File: config.mk
export PLATFORM = sky130hd
export DESIGN_NAME = sdcmd_engine
export DESIGN_NICKNAME = d
export VERILOG_FILES = /design/src/rtl/sdcmd_pkg.sv /design/src/rtl/sdcmd_frame_mux.sv /design/src/rtl/sdcmd_poll_ctr.sv /design/src/rtl/sdcmd_extra_cap.sv /design/src/rtl/sdcmd_engine.sv
export SDC_FILE = /design/constraint.sdc
export NUM_CORES = 1
export LEC_CHECK = 0
export BUFFER_PORTS_ARGS = -buffer_cell sky130_fd_sc_hd__buf_2
export CORE_MARGIN = 3
export CORE_UTILIZATION = 41
export CTS_CLUSTER_DIAMETER = 30
export DETAILED_ROUTE_END_ITERATION = 8
export GPL_TIMING_DRIVEN = 0
export SETUP_SLACK_MARGIN = 0.5
export SLEW_MARGIN = 0
export SYNTH_ARGS = -nofsm -noshare
export SYNTH_HDL_FRONTEND = slang
export SYNTH_SLANG_ARGS = --single-unit
File: constraint.sdc
create_clock -name clk -period 2.73 [get_ports clk]
set_input_delay 0.546 -clock clk [delete_from_list [all_inputs] [get_ports clk]]
set_output_delay 0.546 -clock clk [all_outputs]
set_load 0.05 [all_outputs]
File: src/rtl/sdcmd_pkg.sv
// Shared types and constants for the SD SPI command frame engine.
// Assumes: byte-wide exchanges, MSB-first argument ordering.
package sdcmd_pkg;
    typedef enum logic [2:0] {
        ST_IDLE,
        ST_FRAME,
        ST_POLL,
        ST_EXTRA,
        ST_RELEASE
    } sdcmd_state_e;

    localparam logic [7:0] FILL_BYTE   = 8'hFF;
    localparam logic [7:0] CRC_GENERIC = 8'h95;
    localparam logic [7:0] CRC_IFCOND  = 8'h87;
    localparam logic [5:0] IFCOND_IDX  = 6'd8;
    localparam logic [1:0] START_BITS  = 2'b01;
endpackage

File: src/rtl/sdcmd_frame_mux.sv
// Selects the outgoing command frame byte for a given position.
// Position 0 is the start/index byte, positions 1..ARG_W/8 are argument
// bytes (most significant first), and the last position is the fixed checksum.
// Assumes: ARG_W is a multiple of 8; SEL_W can hold ARG_W/8+1.
module sdcmd_frame_mux
    import sdcmd_pkg::*;
#(
    parameter int ARG_W = 32,
    parameter int SEL_W = 3
) (
    input  logic [SEL_W-1:0] sel,
    input  logic [5:0]       idx,
    input  logic [ARG_W-1:0] arg,
    output logic [7:0]       byte_o
);
    localparam int ARG_BYTES = ARG_W / 8;
    localparam int LAST_POS  = ARG_BYTES + 1;

    logic [7:0] crc_byte;

    // Pick the checksum constant from the command index.
    always_comb crc_byte = (idx == IFCOND_IDX) ? CRC_IFCOND : CRC_GENERIC;

    // Map the frame position to its byte.
    always_comb begin
        byte_o = FILL_BYTE;
        if (sel == '0) begin
            byte_o = {START_BITS, idx};
        end else if (sel == SEL_W'(LAST_POS)) begin
            byte_o = crc_byte;
        end else begin
            for (int k = 1; k <= ARG_BYTES; k++) begin
                if (sel == SEL_W'(k)) byte_o = arg[(ARG_BYTES-k)*8 +: 8];
            end
        end
    end
endmodule

File: src/rtl/sdcmd_poll_ctr.sv
// Counts answer polls and flags the last permitted one.
// Assumes: LIMIT >= 2; clr dominates step.
module sdcmd_poll_ctr #(
    parameter int LIMIT = 5000
) (
    input  logic clk,
    input  logic rst_n,
    input  logic clr,
    input  logic step,
    output logic last
);
    localparam int CW = (LIMIT > 1) ? $clog2(LIMIT) : 1;

    logic [CW-1:0] cnt;

    // Advance once per completed poll; saturate at the final slot.
    always_ff @(posedge clk) begin
        if (!rst_n || clr) begin
            cnt <= '0;
        end else if (step && !last) begin
            cnt <= cnt + CW'(1);
        end
    end

    // Final-poll indicator.
    always_comb last = (cnt == CW'(LIMIT - 1));

    // The counter never runs past the final slot while polls continue.
    p_poll_bound_r6: assert property (@(posedge clk) disable iff (!rst_n)
        step && last && !clr |=> last || clr)
        else $error("poll counter ran past its limit");
endmodule

File: src/rtl/sdcmd_extra_cap.sv
// Captures the extra answer bytes into byte lanes; lane 0 is the first
// received and lands in the most significant position.
// Assumes: wr is a single-cycle strobe per byte; clr precedes each command.
module sdcmd_extra_cap #(
    parameter int NB    = 4,
    parameter int SEL_W = 3
) (
    input  logic              clk,
    input  logic              rst_n,
    input  logic              clr,
    input  logic              wr,
    input  logic [SEL_W-1:0]  lane,
    input  logic [7:0]        din,
    output logic [NB*8-1:0]   q
);
    for (genvar i = 0; i < NB; i++) begin : g_lane
        logic [7:0] lane_q;

        // Load this lane when its index is written; clear at command start.
        always_ff @(posedge clk) begin
            if (!rst_n || clr) begin
                lane_q <= '0;
            end else if (wr && lane == SEL_W'(i)) begin
                lane_q <= din;
            end
        end

        assign q[(NB-1-i)*8 +: 8] = lane_q;
    end
endmodule

File: src/rtl/sdcmd_engine.sv
// SD SPI command frame engine: frames one command, polls for the status
// answer, optionally collects extra answer bytes, and manages chip select
// with a trailing idle byte. The bit shifter is external and reached
// through a request/acknowledge byte exchange.
// Assumes: xfer_ack is a one-cycle pulse only while xfer_req is high.
module sdcmd_engine
    import sdcmd_pkg::*;
#(
    parameter int ARG_W       = 32,
    parameter int EXTRA_BYTES = 4,
    parameter int POLL_LIMIT  = 5000
) (
    input  logic                     clk,
    input  logic                     rst_n,
    input  logic                     start,
    input  logic [5:0]               cmd_idx,
    input  logic [ARG_W-1:0]         cmd_arg,
    input  logic                     want_extra,
    input  logic                     keep_sel,
    output logic                     xfer_req,
    output logic [7:0]               xfer_tx,
    input  logic                     xfer_ack,
    input  logic [7:0]               xfer_rx,
    output logic                     cs_n,
    output logic                     busy,
    output logic                     done,
    output logic                     timeout,
    output logic [7:0]               resp_r1,
    output logic [EXTRA_BYTES*8-1:0] resp_extra
);
    localparam int FRAME_BYTES = ARG_W / 8 + 2;
    localparam int IDX_N       = (FRAME_BYTES > EXTRA_BYTES) ? FRAME_BYTES : EXTRA_BYTES;
    localparam int IW          = $clog2(IDX_N);

    sdcmd_state_e     state;
    logic [IW-1:0]    pos;
    logic [5:0]       cmd_q;
    logic [ARG_W-1:0] arg_q;
    logic             extra_q;
    logic             keep_q;
    logic             sel_n_q;
    logic             done_q;
    logic             to_q;
    logic [7:0]       r1_q;
    logic [7:0]       frame_byte;
    logic             accept;
    logic             poll_last;
    logic             answered;

    // A start counts only when the engine is idle.
    always_comb accept = start && (state == ST_IDLE);

    // A polled byte with a clear top bit is the status answer.
    always_comb answered = !xfer_rx[7];

    sdcmd_frame_mux #(.ARG_W(ARG_W), .SEL_W(IW)) u_mux (
        .sel    (pos),
        .idx    (cmd_q),
        .arg    (arg_q),
        .byte_o (frame_byte)
    );

    sdcmd_poll_ctr #(.LIMIT(POLL_LIMIT)) u_poll (
        .clk   (clk),
        .rst_n (rst_n),
        .clr   (state != ST_POLL),
        .step  (state == ST_POLL && xfer_ack),
        .last  (poll_last)
    );

    sdcmd_extra_cap #(.NB(EXTRA_BYTES), .SEL_W(IW)) u_cap (
        .clk   (clk),
        .rst_n (rst_n),
        .clr   (accept),
        .wr    (state == ST_EXTRA && xfer_ack),
        .lane  (pos),
        .din   (xfer_rx),
        .q     (resp_extra)
    );

    // Command sequencer: frame, poll, extras, release, completion.
    always_ff @(posedge clk) begin
        if (!rst_n) begin
            state   <= ST_IDLE;
            pos     <= '0;
            cmd_q   <= '0;
            arg_q   <= '0;
            extra_q <= 1'b0;
            keep_q  <= 1'b0;
            sel_n_q <= 1'b1;
            done_q  <= 1'b0;
            to_q    <= 1'b0;
            r1_q    <= '0;
        end else begin
            done_q <= 1'b0;
            case (state)
                ST_IDLE: begin
                    if (accept) begin
                        cmd_q   <= cmd_idx;
                        arg_q   <= cmd_arg;
                        extra_q <= want_extra;
                        keep_q  <= keep_sel;
                        to_q    <= 1'b0;
                        sel_n_q <= 1'b0;
                        pos     <= '0;
                        state   <= ST_FRAME;
                    end
                end
                ST_FRAME: begin
                    if (xfer_ack) begin
                        if (pos == IW'(FRAME_BYTES - 1)) begin
                            pos   <= '0;
                            state <= ST_POLL;
                        end else begin
                            pos <= pos + IW'(1);
                        end
                    end
                end
                ST_POLL: begin
                    if (xfer_ack) begin
                        if (answered) begin
                            r1_q <= xfer_rx;
                            if (extra_q) begin
                                pos   <= '0;
                                state <= ST_EXTRA;
                            end else if (keep_q) begin
                                done_q <= 1'b1;
                                state  <= ST_IDLE;
                            end else begin
                                sel_n_q <= 1'b1;
                                state   <= ST_RELEASE;
                            end
                        end else if (poll_last) begin
                            r1_q    <= FILL_BYTE;
                            to_q    <= 1'b1;
                            sel_n_q <= 1'b1;
                            state   <= ST_RELEASE;
                        end
                    end
                end
                ST_EXTRA: begin
                    if (xfer_ack) begin
                        if (pos == IW'(EXTRA_BYTES - 1)) begin
                            pos <= '0;
                            if (keep_q) begin
                                done_q <= 1'b1;
                                state  <= ST_IDLE;
                            end else begin
                                sel_n_q <= 1'b1;
                                state   <= ST_RELEASE;
                            end
                        end else begin
                            pos <= pos + IW'(1);
                        end
                    end
                end
                ST_RELEASE: begin
                    if (xfer_ack) begin
                        done_q <= 1'b1;
                        state  <= ST_IDLE;
                    end
                end
                default: state <= ST_IDLE;
            endcase
        end
    end

    // Exchange request and byte selection.
    always_comb begin
        xfer_req = (state != ST_IDLE);
        xfer_tx  = (state == ST_FRAME) ? frame_byte : FILL_BYTE;
    end

    // Output drive.
    always_comb begin
        cs_n    = sel_n_q;
        busy    = (state != ST_IDLE);
        done    = done_q;
        timeout = to_q;
        resp_r1 = r1_q;
    end

    // The card stays selected while frame and poll bytes move.
    p_sel_low_r2: assert property (@(posedge clk) disable iff (!rst_n)
        xfer_req && (state == ST_FRAME || state == ST_POLL) |-> !cs_n)
        else $error("chip select high during frame or poll");

    // A pending request keeps its byte until acknowledged.
    p_req_hold_r13: assert property (@(posedge clk) disable iff (!rst_n)
        xfer_req && !xfer_ack |=> xfer_req && $stable(xfer_tx))
        else $error("request dropped or byte changed before ack");

    // done lasts a single cycle and never overlaps busy.
    p_done_pulse_r10: assert property (@(posedge clk) disable iff (!rst_n)
        done |=> !done)
        else $error("done wider than one cycle");
    p_done_idle_r10: assert property (@(posedge clk) disable iff (!rst_n)
        done |-> !busy)
        else $error("done while busy");

    // A timeout always reports the all-ones status byte.
    p_timeout_ff_r6: assert property (@(posedge clk) disable iff (!rst_n)
        timeout && !busy |-> resp_r1 == FILL_BYTE)
        else $error("timeout without 0xFF status");

    // Normal-mode completion leaves the card deselected.
    p_release_r8: assert property (@(posedge clk) disable iff (!rst_n)
        done && !keep_q |-> cs_n)
        else $error("chip select low at normal completion");

    // Latched command is untouched by starts while busy.
    p_ignore_r11: assert property (@(posedge clk) disable iff (!rst_n)
        busy |=> $stable(cmd_q) && $stable(arg_q))
        else $error("command latch changed while busy");

    // Results hold while idle and no start arrives.
    p_hold_r12: assert property (@(posedge clk) disable iff (!rst_n)
        !busy && !start |=> $stable(resp_r1) && $stable(timeout) && $stable(resp_extra))
        else $error("result changed while idle");
endmodule

==> flow_summary.rst, run 1 <==
.. list-table::
   :header-rows: 1

   * - Metric
     - Value
   * - Overall global routing resource usage
     - 0.210
   * - Fin cells
     - 826
   * - Worst slew margin
     - 0.550
   * - Final standard cell utilization of the core
     - 0.567
   * - Initial core utilization
     - 0.426
   * - Post-synthesis compound-gate area fraction
     - 0.170
   * - Number of storage elements in the synthesis netlist
     - 102
   * - Cell count after synthesis
     - 554
   * - DIE HEIGHT
     - 113 µm
   * - CP Max Fanout
     - 7
   * - Post-route cell area
     - 6250 µm²
   * - Total number of H-tree levels
     - 3
   * - PnR worst setup slack
     - 0.133 ns
   * - Worst ir drop on vdd
     - 0.000498 V
   * - Met3 WL post-DR
     - 820 µm
   * - TritonCTS clock tree
     - done
   * - Placed cell area
     - 5570 µm²
   * - First-pass GRT wire length
     - 21500 µm
   * - Total Power
     - 4.61 mW
   * - Count of boundary I/O pins
     - 105
   * - EDFF count, synth
     - 0
   * - Total number of clock tree sinks
     - 102
   * - Final total negative setup slack
     - 0 ns
   * - Worst Path Required
     - 2.18 ns
   * - Floorplan Core Area
     - 11000 µm²
   * - Port Buffers
     - 103
   * - PD cells
     - 737 nW/µm²
   * - Total wire length
     - 13600 µm
   * - Inserted Clock Buffers
     - 9
   * - Multiplexer fraction of the synthesized cell area
     - 0.0788
   * - Vias in the first global route
     - 4303
   * - Routed metal-1 wire length
     - 6000 µm
   * - Yosys warning total
     - 0
   * - Total via count after detailed routing
     - 4420
   * - Maximum buffer depth of the clock tree
     - 2
   * - Maximum number of pins on one net before global-route repair
     - 20
   * - Mapped Avg Cell Area
     - 8.48 µm²
   * - Max Slew Vio Count
     - 0
   * - Area Growth Syn to Fin
     - 33.1%
   * - Nets
     - 740
   * - Classification of the worst-slack hold path
     - in -> reg
   * - Worst Setup Path Type
     - reg -> out
   * - Drt initial violations
     - 321
   * - Total nets after synthesis
     - 613
   * - Syn Std Cell Area
     - 4700 µm²
   * - Sum of net half-perimeters after detailed placement
     - 9650 µm
   * - Root Buffer
     - sky130_fd_sc_hd__clkbuf_16
   * - Max-capacitance violation count
     - 0
   * - Unique masters post-synth
     - 64
   * - Post-route fraction of the period consumed by the critical path
     - 0.951
   * - RSZ-0062 raised after global routing
     - yes
   * - Final weighted congestion in routability-driven placement
     - 0.887
   * - Max layer used
     - met4
   * - Worst Clk Skew
     - 0.00744 ns
   * - Cell row count
     - 38
   * - Run status
     - completed
   * - Most common cell after layout, fill and taps aside
     - sky130_fd_sc_hd__nand2_1
   * - Kind of end point of the critical path
     - output port
   * - Routed wire length per instance
     - 16.4 µm
   * - Synthesized-area fraction occupied by and/or/nand/nor cells
     - 0.244
   * - Hold WS
     - 0.420 ns
   * - Number of vias per cell after detailed routing
     - 5.35
   * - Main flop type after synthesis
     - sky130_fd_sc_hd__dfxtp_1
   * - Antenna violations before repair
     - 0
   * - Share of synthesized area occupied by flip-flops and latches
     - 0.435
   * - F_max
     - 0.385 GHz
   * - Number of buffers inserted by hold repair at cts
     - 0
   * - Die W
     - 113 µm
   * - Post-Synth XOR/XNOR Area
     - 0.00373
   * - Pre-CTS WS
     - 0.245 ns
   * - Area of the die
     - 12800 µm²
   * - Layout cell share with drive strength beyond 1
     - 0.302
   * - Least-Margin Pin Slew
     - 0.673 ns
   * - Combinational family with the most area after synthesis
     - simple AND/OR/NAND/NOR gates
   * - Pleak
     - 2.49 nW
   * - Final Hold Vio Count
     - 0
   * - GR Overflow Total
     - 0
   * - CP arrival
     - 2.05 ns
   * - Clock transition at the registers of the reported paths
     - 0.07 ns
   * - Fraction of the mapped netlist area in adder cells
     - 0.0186
   * - Number of cells after detailed placement
     - 797
   * - Initial DRT Pass Iterations
     - 4
   * - WL met2
     - 6460 µm
   * - Antenna-violating nets left
     - 0
   * - Total inserted antenna cells
     - 0
   * - Clock network latency to the later pin of the worst-skew pair
     - 0.36 ns
   * - Element type at the critical path start
     - flip-flop
   * - Shortest clock period the worst path allows after layout
     - 2.60 ns
   * - Drc violations
     - 0
   * - Final setup viols
     - 0
   * - Share of async-settable or async-resettable flops after synthesis
     - 0
   * - Most frequent cells in the layout
     - sky130_fd_sc_hd__nand2_1 (102), sky130_fd_sc_hd__dfxtp_1 (99), sky130_fd_sc_hd__buf_2 (96)
## cell type report
cell class | instances | area [µm²]
multi-input combinational | 398 | 2690
tap | 140 | 175
fill | 1012 | 4780
sequential | 102 | 2050
inverter | 15 | 68.8
timing repair buffer | 116 | 686
clock inverter | 7 | 83.8
buffer | 39 | 272
clock buffer | 9 | 225
## critical path: stages (launching register included)
cell and delay, ns:
sky130_fd_sc_hd__dfxtp_2 0.33, sky130_fd_sc_hd__clkbuf_8 0.15, sky130_fd_sc_hd__inv_8 0.08, sky130_fd_sc_hd__ha_4 0.13
sky130_fd_sc_hd__buf_8 0.12, sky130_fd_sc_hd__inv_4 0.04, sky130_fd_sc_hd__clkbuf_8 0.14, sky130_fd_sc_hd__o21ai_0 0.09
sky130_fd_sc_hd__a21oi_1 0.13, sky130_fd_sc_hd__o311ai_4 0.29, sky130_fd_sc_hd__buf_6 0.20
## power by group
group,switching (mW),internal [mW]
clock network,0.616,0.732
logic,0.999,0.549
registers,0.0965,1.62
## Yosys cell counts, types with 4 or more instances
master | instances | area (µm²)
sky130_fd_sc_hd__nor3b_1 | 11 | 82.6
sky130_fd_sc_hd__nor2b_1 | 13 | 81.3
sky130_fd_sc_hd__o221a_2 | 7 | 78.8
sky130_fd_sc_hd__nand4_1 | 4 | 25.0
sky130_fd_sc_hd__nand3_1 | 8 | 40.0
sky130_fd_sc_hd__o21ai_0 | 16 | 80.1
sky130_fd_sc_hd__clkbuf_1 | 27 | 101
sky130_fd_sc_hd__mux2i_1 | 37 | 370
sky130_fd_sc_hd__nand2b_1 | 8 | 50.1
sky130_fd_sc_hd__o31ai_1 | 4 | 30.0
sky130_fd_sc_hd__inv_1 | 14 | 52.6
sky130_fd_sc_hd__or3_1 | 6 | 37.5
sky130_fd_sc_hd__nor2_1 | 42 | 158
sky130_fd_sc_hd__and2_1 | 4 | 25.0
sky130_fd_sc_hd__a21oi_1 | 63 | 315
sky130_fd_sc_hd__buf_2 | 4 | 20.0
sky130_fd_sc_hd__nand2_1 | 103 | 387
sky130_fd_sc_hd__dfxtp_1 | 102 | 2040
sky130_fd_sc_hd__ha_1 | 7 | 87.6
sky130_fd_sc_hd__o211ai_1 | 6 | 45.0
## kinds of logic after synthesis
| group | after synthesis |
|---|---|
| buf+inv | 54 |
| fa+ha+maj | 7 |
| simple gates | 227 |
| xor+xnor | 2 |
| flops | 102 |
| compound gates | 125 |
| mux | 37 |
## state kept, by name, indices dropped and copies added, names as in the netlist
signal and flops:
cs_n 1, u_cap.g_lane.lane_q 32, pos 3, arg_q 32, state 3, timeout 1
done 1, u_poll.cnt 13, extra_q 1, keep_q 1, resp_r1 8, cmd_q 6
## metal layers
metal	track usage	vias up
met3	0.0556	20
li1	-	2193
met5	0	-
met1	0.261	2064
met2	0.354	143
met4	0.0721	0
## worst paths after layout
check | slack, ns | to | cells past startpoint | from
max | 0.13 | xfer_tx[3] | 10 | pos[2]
max reg2reg | 0.76 | u_cap.g_lane[3].lane_q[1] | 6 | state[0]
min reg2reg | 0.46 | arg_q[22] | 2 | arg_q[22]
min | 0.42 | arg_q[9] | 3 | cmd_arg[9]
## what timing repair did
item | CTS | global route
pin swaps | 14 | 16
gates cloned | 2 | 2
gates resized for setup | 46 | 21
setup buffers | 7 | 2
endpoints found under the hold margin | 0 | 0
endpoints found under the setup margin | 9 | 17
(Power assumes the default switching activity.)
==> run 2, diff against run 1 <==
--- a/config.mk
+++ b/config.mk
@@ -5,7 +5,7 @@
 export SDC_FILE = /design/constraint.sdc
 export NUM_CORES = 1
 export LEC_CHECK = 0
-export BUFFER_PORTS_ARGS = -buffer_cell sky130_fd_sc_hd__buf_2
+export BUFFER_PORTS_ARGS = -buffer_cell sky130_fd_sc_hd__buf_4
 export CORE_MARGIN = 3
 export CORE_UTILIZATION = 41
 export CTS_CLUSTER_DIAMETER = 30
==> constraint.sdc (replaced) <==
create_clock -name clk -period 3.34 [get_ports clk]
set_input_delay 0.668 -clock clk [delete_from_list [all_inputs] [get_ports clk]]
set_output_delay 0.668 -clock clk [all_outputs]
set_load 0.05 [all_outputs]
==> run 2 against run 1 <==
Compared with the run above:
- setup slack improved by 0.41 ns
- sequential power decreased by 19%
- sequential share of layout area up 0.058 points
==> flow_summary.rst, run 2 (synthesized netlist as in run 1, its figures left out) <==
.. list-table::
   :header-rows: 1

   * - Metric
     - Value
   * - Routing usage on met3
     - 0.0610 (+0.00535)
   * - Least-Margin Pin Slew
     - 1.01 ns (+0.339 ns)
   * - Max Slew Vio Count
     - 0 (unchanged)
   * - Final weighted congestion in routability-driven placement
     - 0.870 (-1.8%)
   * - Hold WS
     - 0.465 ns (+0.0448 ns)
   * - Area Growth Syn to Fin
     - 32.5%
   * - Clock transition at the registers of the reported paths
     - 0.07 ns (about the same)
   * - Total number of clock tree sinks
     - 102 (unchanged)
   * - Maximum number of pins on one net before global-route repair
     - 21 (+5.0%)
   * - Routing usage on met1
     - 0.264 (+0.00293)
   * - Pleak
     - 2.45 nW (-1.9%)
   * - Max-capacitance violation count
     - 0 (unchanged)
   * - Root Buffer
     - sky130_fd_sc_hd__clkbuf_16
   * - Sum of net half-perimeters after detailed placement
     - 9810 µm (+1.6%)
   * - Kind of end point of the critical path
     - output port
   * - Total inserted antenna cells
     - 0 (unchanged)
   * - Port Buffers
     - 103 (unchanged)
   * - Nets
     - 732 (-1.1%)
   * - Hold Path Cell Cnt
     - 2 (-1)
   * - Die W
     - 113 µm (unchanged)
   * - First-pass GRT wire length
     - 21200 µm (-1.6%)
   * - Most congested layer reported by global routing
     - met2
   * - Total wire length
     - 13300 µm (-2.2%)
   * - Cell row count
     - 38 (unchanged)
   * - Maximum buffer depth of the clock tree
     - 2 (unchanged)
   * - Global routing usage on met2
     - 0.335 (-0.0190)
   * - Number of buffers inserted by hold repair at cts
     - 0 (unchanged)
   * - Initial DRT Pass Iterations
     - 5 (+1)
   * - Hold Path Origin
     - arg_q[7]
   * - Total number of H-tree levels
     - 3 (unchanged)
   * - DIE HEIGHT
     - 113 µm (unchanged)
   * - Number of cells after detailed placement
     - 797 (unchanged)
   * - Most common cell after layout, fill and taps aside
     - sky130_fd_sc_hd__buf_4
   * - GR Overflow Total
     - 0 (unchanged)
   * - Overall global routing resource usage
     - 0.208 (-0.00285)
   * - RSZ-0062 raised after global routing
     - yes
   * - F_max
     - 0.358 GHz
   * - Most frequent cells in the layout
     - sky130_fd_sc_hd__buf_4 (107), sky130_fd_sc_hd__nand2_1 (103), sky130_fd_sc_hd__dfxtp_1 (99)
   * - Classification of the worst-slack hold path
     - reg -> reg
   * - TritonCTS clock tree
     - done
   * - Worst Path Required
     - 2.67 ns (+0.49 ns)
   * - Area taken by multi-input logic gates
     - 2560 µm² (-5.0%)
   * - Vias in the first global route
     - 4186 (-2.7%)
   * - Worst ir drop on vdd
     - 0.000336 V (-33%)
   * - Run status
     - completed
   * - Drc violations
     - 0 (unchanged)
   * - Worst reg2reg endpoint
     - pos[0]
   * - Register-to-Register Setup Slack
     - 1.21 ns (+0.45 ns)
   * - Sequential Area
     - 2050 µm² (-0.24%)
   * - Area of the die
     - 12800 µm² (unchanged)
   * - Pre-CTS WS
     - -0.0229 ns (-0.268 ns)
   * - Routed wire length per instance
     - 16.2 µm (-1.2%)
   * - Fin cells
     - 818 (-0.97%)
   * - Clock network latency to the later pin of the worst-skew pair
     - 0.35 ns (about the same)
   * - Count of boundary I/O pins
     - 105 (unchanged)
   * - PnR worst setup slack
     - 0.545 ns (+0.412 ns)
   * - FF-to-FF path depth
     - 5 (-1)
   * - Layout cell share with drive strength beyond 1
     - 0.268 (-0.0333)
   * - PD cells
     - 598 nW/µm² (-19%)
   * - Largest registers ranked by flip-flop count
     - arg_q: 32 flops, u_cap.g_lane.lane_q: 32 flops, u_poll.cnt: 13 flops
   * - Number of vias per cell after detailed routing
     - 5.36 (+0.25%)
   * - Inserted Clock Buffers
     - 9 (unchanged)
   * - CP arrival
     - 2.13 ns (+0.08 ns)
   * - End point of the worst hold path
     - arg_q[7]
   * - Worst slew margin
     - 0.324 (-0.226)
   * - Reg-to-reg startpoint
     - state[2]
   * - Initial core utilization
     - 0.426 (unchanged)
   * - Total via count after detailed routing
     - 4388 (-0.72%)
   * - Post-route fraction of the period consumed by the critical path
     - 0.837
   * - CP Max Fanout
     - 8 (+1)
   * - Worst Clk Skew
     - 0.00650 ns (-0.000941 ns)
   * - Element type at the critical path start
     - flip-flop
   * - Shortest clock period the worst path allows after layout
     - 2.79 ns
   * - Worst Setup Path Type
     - reg -> out
   * - Drt initial violations
     - 297 (-7.5%)
   * - Final Hold Vio Count
     - 0 (unchanged)
   * - Antenna-violating nets left
     - 0 (unchanged)
   * - Antenna violations before repair
     - 0 (unchanged)
   * - Final setup viols
     - 0 (unchanged)
   * - Fill count
     - 1024 (+1.2%)
   * - Floorplan Core Area
     - 11000 µm² (unchanged)
==> run 2: worst max-delay path by stage <==
stage / from / endpoint / depth (start not counted)
final: pos[2] / xfer_tx[3] / 10
after global routing: pos[2] / xfer_tx[3] / 10
after CTS: pos[0] / xfer_tx[3] / 9
after detailed placement: pos[2] / xfer_tx[5] / 10
after global placement: pos[2] / xfer_tx[5] / 10
after floorplan: pos[2] / xfer_tx[3] / 9
==> run 2: cell type report <==
cell class              instances  share of cell area
plain buffers                  39              0.0376
clock buffers                   9              0.0362
clock inverters                 7              0.0157
inverters                      15             0.00985
multi-input cells             398               0.411
flip-flops and latches        102               0.329
well taps                     140              0.0281
repair buffers                108               0.133
==> run 2: where the power goes <==
part	internal [mW]	switching (mW)
logic	0.431	0.778
registers	1.32	0.0737
clock network	0.609	0.510
==> run 2: timing repair <==
item                       CTS  global route
gates resized for setup     36            25
gates cloned                 1             0
setup endpoints to repair    8             8
setup buffers                3             1
pin swaps                    5             4
==> run 2: routing by layer <==
layer | share of wire | vias up
li1 | - | 2177
met2 | 0.48 | 134
met4 | 0.018 | 0
met5 | 0 | -
met1 | 0.44 | 2058
met3 | 0.062 | 19
==> run 2: through the flow <==
| stage | total power, mW | cell area, µm² | TNS [ns] | utilization |
|---|---|---|---|---|
| 2_1_floorplan | 2.20 | 4740 | 0 | - |
| 3_3_place_gp | 2.54 | 5690 | 0 | 0.516 |
| 3_5_place_dp | 2.56 | 5690 | -0.0229 | 0.516 |
| 4_1_cts | 3.73 | 6170 | 0 | 0.559 |
| 5_1_grt | 3.90 | 6230 | 0 | 0.564 |
| 6_report | 3.72 | 6230 | 0 | 0.564 |
==> run 2: worst max-delay path, cell delays in order (launching register included) <==
cell and delay [ns]:
sky130_fd_sc_hd__dfxtp_2 0.34, sky130_fd_sc_hd__clkbuf_8 0.14, sky130_fd_sc_hd__inv_4 0.05, sky130_fd_sc_hd__ha_2 0.18, sky130_fd_sc_hd__buf_8 0.13, sky130_fd_sc_hd__inv_4 0.06, sky130_fd_sc_hd__clkbuf_8 0.14, sky130_fd_sc_hd__o21a_1 0.12
sky130_fd_sc_hd__a21oi_2 0.05, sky130_fd_sc_hd__o311ai_2 0.35, sky130_fd_sc_hd__buf_6 0.21
